[src/rtl/uart_rxq_pkg.sv]
package uart_rxq_pkg;
  localparam int RXQ_DATA_W = 8;

  typedef struct packed {
    logic                  brk;
    logic                  fe;
    logic                  pe;
    logic [RXQ_DATA_W-1:0] data;
  } rxq_entry_t;

  typedef enum logic [1:0] {
    TRIG_ONE      = 2'b00,
    TRIG_QUARTER  = 2'b01,
    TRIG_HALF     = 2'b10,
    TRIG_NEARFULL = 2'b11
  } trig_sel_e;

  function automatic int unsigned trig_level(input trig_sel_e sel);
    case (sel)
      TRIG_ONE:      trig_level = 1;
      TRIG_QUARTER:  trig_level = 4;
      TRIG_HALF:     trig_level = 8;
      default:       trig_level = 14;
    endcase
  endfunction
endpackage

[src/rtl/uart_rxq_store.sv]
module uart_rxq_store
  import uart_rxq_pkg::*;
#(
  parameter int DEPTH = 16,
  parameter int CNT_W = $clog2(DEPTH + 1)
) (
  input  logic             clk,
  input  logic             rst_n,
  input  logic             clr,
  input  logic             push,
  input  logic             pop,
  input  rxq_entry_t       wdata,
  output rxq_entry_t       head,
  output logic [CNT_W-1:0] count
);
  localparam int PTR_W = (DEPTH > 1) ? $clog2(DEPTH) : 1;
  localparam logic [PTR_W-1:0] LAST_PTR = PTR_W'(DEPTH - 1);

  rxq_entry_t       mem [DEPTH];
  logic [PTR_W-1:0] wptr_q, wptr_d;
  logic [PTR_W-1:0] rptr_q, rptr_d;
  logic [CNT_W-1:0] cnt_q, cnt_d;

  function automatic logic [PTR_W-1:0] ptr_inc(input logic [PTR_W-1:0] p);
    ptr_inc = (p == LAST_PTR) ? '0 : p + 1'b1;
  endfunction

  always_comb begin
    wptr_d = wptr_q;
    rptr_d = rptr_q;
    cnt_d  = cnt_q;
    if (clr) begin
      wptr_d = '0;
      rptr_d = '0;
      cnt_d  = '0;
    end else begin
      if (push) wptr_d = ptr_inc(wptr_q);
      if (pop)  rptr_d = ptr_inc(rptr_q);
      case ({push, pop})
        2'b10:   cnt_d = cnt_q + 1'b1;
        2'b01:   cnt_d = cnt_q - 1'b1;
        default: cnt_d = cnt_q;
      endcase
    end
  end

  always_ff @(posedge clk or negedge rst_n) begin
    if (!rst_n) begin
      wptr_q <= '0;
      rptr_q <= '0;
      cnt_q  <= '0;
    end else begin
      wptr_q <= wptr_d;
      rptr_q <= rptr_d;
      cnt_q  <= cnt_d;
    end
  end

  // storage array: data path only, written under its own enable
  always_ff @(posedge clk) begin
    if (push && !clr) mem[wptr_q] <= wdata;
  end

  assign head  = mem[rptr_q];
  assign count = cnt_q;
endmodule

[src/rtl/uart_rxq_level.sv]
module uart_rxq_level
  import uart_rxq_pkg::*;
#(
  parameter int DEPTH = 16,
  parameter int CNT_W = $clog2(DEPTH + 1)
) (
  input  logic             fifo_en,
  input  trig_sel_e        trig_sel,
  input  logic [CNT_W-1:0] count,
  output logic             trig_hit,
  output logic             at_cap
);
  localparam logic [CNT_W-1:0] CAP_DEEP = CNT_W'(DEPTH);
  localparam logic [CNT_W-1:0] CAP_ONE  = CNT_W'(1);

  logic [CNT_W-1:0] level;
  logic [CNT_W-1:0] cap;

  always_comb begin
    if (fifo_en) begin
      level = CNT_W'(trig_level(trig_sel));
      cap   = CAP_DEEP;
    end else begin
      level = CAP_ONE;
      cap   = CAP_ONE;
    end
    trig_hit = (count >= level);
    at_cap   = (count >= cap);
  end
endmodule

[src/rtl/uart_rxq_idle.sv]
module uart_rxq_idle #(
  parameter int TO_TICKS = 4
) (
  input  logic clk,
  input  logic rst_n,
  input  logic clr,
  input  logic fifo_en,
  input  logic nonempty,
  input  logic rx_push,
  input  logic rd_pop,
  input  logic pop_ok,
  input  logic char_tick,
  output logic timeout
);
  localparam int IDLE_W = $clog2(TO_TICKS + 1);
  localparam logic [IDLE_W-1:0] IDLE_MAX  = IDLE_W'(TO_TICKS);
  localparam logic [IDLE_W-1:0] IDLE_LAST = IDLE_W'(TO_TICKS - 1);

  logic [IDLE_W-1:0] idle_q, idle_d;
  logic              to_q, to_d;
  logic              quiet;

  assign quiet = nonempty && !rx_push && !rd_pop;

  always_comb begin
    idle_d = idle_q;
    to_d   = to_q;
    if (clr) begin
      idle_d = '0;
      to_d   = 1'b0;
    end else begin
      if (!quiet) begin
        idle_d = '0;
      end else if (char_tick && (idle_q != IDLE_MAX)) begin
        idle_d = idle_q + 1'b1;
      end
      if (pop_ok) begin
        to_d = 1'b0;
      end else if (fifo_en && quiet && char_tick && (idle_q == IDLE_LAST)) begin
        to_d = 1'b1;
      end
    end
  end

  always_ff @(posedge clk or negedge rst_n) begin
    if (!rst_n) begin
      idle_q <= '0;
      to_q   <= 1'b0;
    end else begin
      idle_q <= idle_d;
      to_q   <= to_d;
    end
  end

  assign timeout = to_q;
endmodule

[src/rtl/uart_rxq.sv]
module uart_rxq
  import uart_rxq_pkg::*;
#(
  parameter int DEPTH    = 16,
  parameter int TO_TICKS = 4
) (
  input  logic       clk,
  input  logic       rst_n,
  input  logic       ctl_wr,
  input  logic [7:0] ctl_data,
  input  logic       rx_push,
  input  logic [7:0] rx_data,
  input  logic       rx_pe,
  input  logic       rx_fe,
  input  logic       rx_brk,
  input  logic       rd_pop,
  input  logic       char_tick,
  output logic [7:0] head_data,
  output logic       head_pe,
  output logic       head_fe,
  output logic       head_brk,
  output logic       data_ready,
  output logic       overrun,
  output logic       trig_hit,
  output logic       timeout
);
  localparam int CNT_W = $clog2(DEPTH + 1);

  logic             fifo_en_q, fifo_en_d;
  trig_sel_e        trig_sel_q, trig_sel_d;
  logic             ovr_q, ovr_d;
  logic             clr;
  logic             pop_ok, push_ok, drop;
  logic             at_cap;
  logic [CNT_W-1:0] count;
  logic             nonempty;
  rxq_entry_t       wdata, head;

  assign nonempty = (count != '0);
  assign clr      = ctl_wr && ((ctl_data[0] && ctl_data[1]) || (ctl_data[0] != fifo_en_q));
  assign pop_ok   = rd_pop && nonempty;
  assign push_ok  = rx_push && (!at_cap || pop_ok);
  assign drop     = rx_push && at_cap && !pop_ok;

  assign wdata = '{brk: rx_brk, fe: rx_fe, pe: rx_pe, data: rx_data};

  always_comb begin
    fifo_en_d  = fifo_en_q;
    trig_sel_d = trig_sel_q;
    ovr_d      = ovr_q;
    if (ctl_wr) begin
      fifo_en_d  = ctl_data[0];
      trig_sel_d = trig_sel_e'(ctl_data[7:6]);
    end
    if (clr) begin
      ovr_d = 1'b0;
    end else if (drop) begin
      ovr_d = 1'b1;
    end else if (pop_ok) begin
      ovr_d = 1'b0;
    end
  end

  always_ff @(posedge clk or negedge rst_n) begin
    if (!rst_n) begin
      fifo_en_q  <= 1'b0;
      trig_sel_q <= TRIG_ONE;
      ovr_q      <= 1'b0;
    end else begin
      fifo_en_q  <= fifo_en_d;
      trig_sel_q <= trig_sel_d;
      ovr_q      <= ovr_d;
    end
  end

  uart_rxq_store #(.DEPTH(DEPTH), .CNT_W(CNT_W)) u_store (
    .clk   (clk),
    .rst_n (rst_n),
    .clr   (clr),
    .push  (push_ok),
    .pop   (pop_ok),
    .wdata (wdata),
    .head  (head),
    .count (count)
  );

  uart_rxq_level #(.DEPTH(DEPTH), .CNT_W(CNT_W)) u_level (
    .fifo_en  (fifo_en_q),
    .trig_sel (trig_sel_q),
    .count    (count),
    .trig_hit (trig_hit),
    .at_cap   (at_cap)
  );

  uart_rxq_idle #(.TO_TICKS(TO_TICKS)) u_idle (
    .clk       (clk),
    .rst_n     (rst_n),
    .clr       (clr),
    .fifo_en   (fifo_en_q),
    .nonempty  (nonempty),
    .rx_push   (rx_push),
    .rd_pop    (rd_pop),
    .pop_ok    (pop_ok),
    .char_tick (char_tick),
    .timeout   (timeout)
  );

  assign data_ready = nonempty;
  assign overrun    = ovr_q;
  assign head_data  = nonempty ? head.data : '0;
  assign head_pe    = nonempty && head.pe;
  assign head_fe    = nonempty && head.fe;
  assign head_brk   = nonempty && head.brk;
endmodule

[config.mk]
export PLATFORM = sky130hd
export DESIGN_NAME = uart_rxq
export DESIGN_NICKNAME = d
export VERILOG_FILES = /design/src/rtl/uart_rxq_pkg.sv /design/src/rtl/uart_rxq_store.sv /design/src/rtl/uart_rxq_level.sv /design/src/rtl/uart_rxq_idle.sv /design/src/rtl/uart_rxq.sv
export SDC_FILE = /design/constraint.sdc
export NUM_CORES = 1
export LEC_CHECK = 0
export ABC_AREA = 1
export BUFFER_PORTS_ARGS = -buffer_cell sky130_fd_sc_hd__buf_2
export CORE_ASPECT_RATIO = 0.75
export CORE_MARGIN = 1.5
export CORE_UTILIZATION = 35
export CTS_BUF_LIST = sky130_fd_sc_hd__clkbuf_2
export DETAILED_ROUTE_END_ITERATION = 12
export PLACE_DENSITY_LB_ADDON = 0.1
export REMOVE_ABC_BUFFERS = 1
export SLEW_MARGIN = 0
export SYNTH_ARGS = -nofsm -noshare
export SYNTH_HDL_FRONTEND = slang
export SYNTH_SLANG_ARGS = --single-unit
[constraint.sdc]
create_clock -name clk -period 7.35 [get_ports clk]
set_input_delay 0.3675 -clock clk [delete_from_list [all_inputs] [get_ports clk]]
set_output_delay 0.3675 -clock clk [all_outputs]
set_load 0.1 [all_outputs]
==> flow_metrics.py <==
metrics = {
    "power": {
        "p_leak_uw": 0.003728,
        "ir_drop_uv": 357.6,
        "power_density_nw_per_um2": 351.2,
        "design_power_total_uw": 3389,
    },
    "yosys": {
        "synth-async-reset-ratio_pct": 10.66,
        "synth-seq-area-share_pct": 67.66,
        "synth_flop_cell": "edfxtp_1",
        "synthMuxAreaShare_pct": 1.544,
        "netlist_area_um2": 8588,
        "synth_top_area_cell": "edfxtp_1",
        "synth_enable_flop_cells": 176,
        "synthTopCellsByArea": "edfxtp_1, nand2_1, dfrtp_1, nor2_1, o21ai_0",
        "synth_top_family_by_area": "simple AND/OR/NAND/NOR gates",
        "ys_types": 37,
        "syn-instance-count": 761,
        "ys_warn_count": 0,
        "yosys.area_share.simple_pct": 15.68,
        "syn_avg_cell_area_um2": 11.29,
        "synth-compound-area-share_pct": 8.042,
        "synth_seq_cells": 197,
        "yosysTopAreaCellShare_pct": 61.54,
        "synth_fa_ha_area_share_pct": 2.710,
        "synth-xor-area-share_pct": 0.3059,
    },
    "die": {
        "boundaryPins": 40,
        "die_w_um": 183.9,
        "core_um2": 24030,
        "initial_core_util_pct": 35.74,
        "num_rows": 49,
        "die_height_um": 138.7,
        "die-area_um2": 25500,
    },
    "setup_path": {
        "worstSetupEndpointType": "output pin",
        "arrival_ns": 3.94,
        "r2r_cells": 11,
        "crit_path_max_fanout": 56,
        "r2r-end": "u_store.mem[7][8]",
        "endpoint": "head_data[3]",
        "worstSetupStartpoint": "u_store.rptr_q[0]",
        "crit_type": "reg -> out",
        "regToRegSetupSlack_ns": 4.32,
        "r2r_start": "fifo_en_q",
        "crit_required_ns": 6.98,
        "start_kind": "flip-flop",
    },
    "timing": {
        "slew_viol_final": 0,
        "setup_tns_ns": 0,
        "fin_crit_sh_pct": 58.59,
        "rsz0062_at_grt": "no",
        "slew_headroom_pct": 12.32,
        "setup_viol": 0,
        "period_minus_slack_ns": 4.306,
        "timing.fmax_ghz": 0.2322,
        "hold_viol": 0,
        "worstMarginPinSlew_ns": 1.308,
        "finalClockSkew_ns": 0.04187,
    },
    "grt": {
        "grt_pass1_wl_um": 32570,
        "busiest_layer": "met2",
        "use_met1_pct": 24.50,
        "grt_pass1_vias": 5633,
        "track_usage_pct": 17.29,
        "antenna_found_initial": 0,
        "grt_use_met3_pct": 3.178,
        "globalRouteMet2Util_pct": 27.73,
        "grt_overflow_total": 0,
        "grt_max_degree": 57,
    },
    "cts": {
        "cts_setup_buffers": 0,
        "cts_buffers": 17,
        "cts_tree": "built",
        "clockBufferDepth": 2,
        "cts.sink_count": 197,
        "clkSlewWorstSetupHoldPaths_ns": 0.32,
        "cts_resized": 0,
        "cts_max_level": 4,
        "holdBufCountCts": 24,
        "root_buffer": "clkbuf_2",
        "clkLatencyLatePin_ns": 0.75,
    },
    "run": {
        "cap_violations": 0,
    },
    "routing": {
        "drt_drc_violations_left": 0,
        "antenna_left": 0,
        "drt_iter0_drc": 424,
        "via_per_inst": 4.851,
        "vias": 5656,
        "routed_wl_um": 20960,
        "detail_route.wl_per_cell_um": 17.97,
        "firstDrtPassIters": 5,
    },
    "finish": {
        "drive_above_1_share_pct": 13.05,
        "antenna_cells": 0,
        "nets": 865,
        "syn2layout_area_growth_pct": 12.38,
    },
    "place": {
        "hpwl_um": 13060,
        "place_congestion": 0.7846,
        "io_buffers": 35,
    },
    "outcome": {
        "status": "completed",
    },
    "worst_hold_path": {
        "hp-class": "in -> reg",
    },
}
[cell families (layout without fill, tap and decap cells)]
logic type	after synthesis	count (layout)
flops	197	197
buf+inv	79	153
compound gates	130	130
simple gates	321	321
mux	13	13
xor+xnor	3	3
fa+ha+maj	18	18
[where the power goes]
| part | total (µW) | leakage (µW) | switching (µW) | internal (µW) |
|---|---|---|---|---|
| Combinational | 1510 | 0.00172 | 1180 | 327 |
| Clock | 556 | 0.000151 | 409 | 147 |
| Sequential | 1320 | 0.00186 | 39.9 | 1280 |
| Total | 3390 | 0.00373 | 1630 | 1760 |
[worst max-delay path: stages, from the launching register on]
cell and delay (ns):
dfrtp_2 0.46, buf_4 0.28, inv_2 0.50, buf_4 0.62, o21ai_0 0.16, o22ai_1 0.15, nand2_1 0.06, nand2_1 0.08
nand2_1 0.07, nor2_1 0.24, buf_2 0.48
[how the worst min path moves through the flow]
stage,start,to,slack (ns),cells past startpoint
finish,ctl_data[1],u_store.wptr_q[0],0.28,6
global route,ctl_data[1],u_store.wptr_q[0],0.23,6
CTS,rst_n,u_idle.idle_q[2],0.0004,2
detailed placement,rst_n,u_store.count[0],0.37,1
global placement,rst_n,trig_sel_q[0],0.36,1
floorplan,rst_n,fifo_en_q,0.07,0
[metrics by stage]
step | instance area (µm²) | hold slack, ns | setup WS (ns) | instances | util, %
finish | 9652 | 0.2826 | 3.044 | 1166 | 40.16
global route | 9652 | 0.2252 | 2.658 | 1166 | 40.16
CTS | 9642 | 0.0004151 | 2.961 | 1165 | 40.12
detailed placement | 9139 | 0.3710 | 3.901 | 1109 | 38.03
global placement | 9139 | 0.3621 | 3.939 | 1109 | 38.03
floorplan | 8406 | 0.07191 | 3.084 | 726 | -
[per-layer routing]
metal  routed length, µm  part of all wire (%)
met5                   0                     0
met4                 193                  0.92
met3                 754                   3.6
met2                9535                    46
met1               10470                    50
[Yosys cell counts, drive strengths merged, types with 2 or more instances]
library cell    n
nand2         203
edfxtp        176
nor2           74
o21ai          54
a21oi          49
inv            43
nand3          30
buf            23
dfrtp          21
ha             17
clkbuf         12
a31oi          11
mux2i          11
o22ai          11
nand4           8
nor3            4
xor2            3
a21boi          2
mux2            2
o21a            2
[flip-flops by register name, summed over array words and instances, names as in the netlist]
register / count
fifo_en_q: 1
overrun: 1
trig_sel_q: 2
u_idle.idle_q: 3
u_idle.timeout: 1
u_store.count: 5
u_store.mem: 176
u_store.rptr_q: 4
u_store.wptr_q: 4
[final cells by class]
class	instances	area [µm²]
Inverter	44	166.4
Fill cell	2383	14380
Clock inverter	15	177.7
Tap cell	331	414.1
Clock buffer	17	85.08
Sequential cell	197	5812
Multi-Input combinational cell	485	2444
Timing Repair Buffer	77	553.0
[placed cells by master (no fill, tap or decap), types with 5 or more instances in the layout]
| cell type | synthesis | routed |
|---|---|---|
| a21oi_1 | 49 | 49 |
| a31oi_1 | 11 | 11 |
| buf_2 | 17 | 35 |
| buf_4 | 3 | 17 |
| clkbuf_2 | 3 | 17 |
| dfrtp_1 | 21 | 20 |
| dlygate4sd3_1 | 0 | 25 |
| edfxtp_1 | 176 | 176 |
| ha_1 | 17 | 17 |
| inv_1 | 39 | 39 |
| inv_8 | 0 | 5 |
| mux2i_1 | 11 | 11 |
| nand2_1 | 195 | 195 |
| nand2_4 | 5 | 5 |
| nand3_1 | 28 | 28 |
| nand4_1 | 7 | 7 |
| nor2_1 | 72 | 72 |
| o21ai_0 | 53 | 53 |
| o22ai_1 | 11 | 11 |
(Power assumes the default switching activity.)
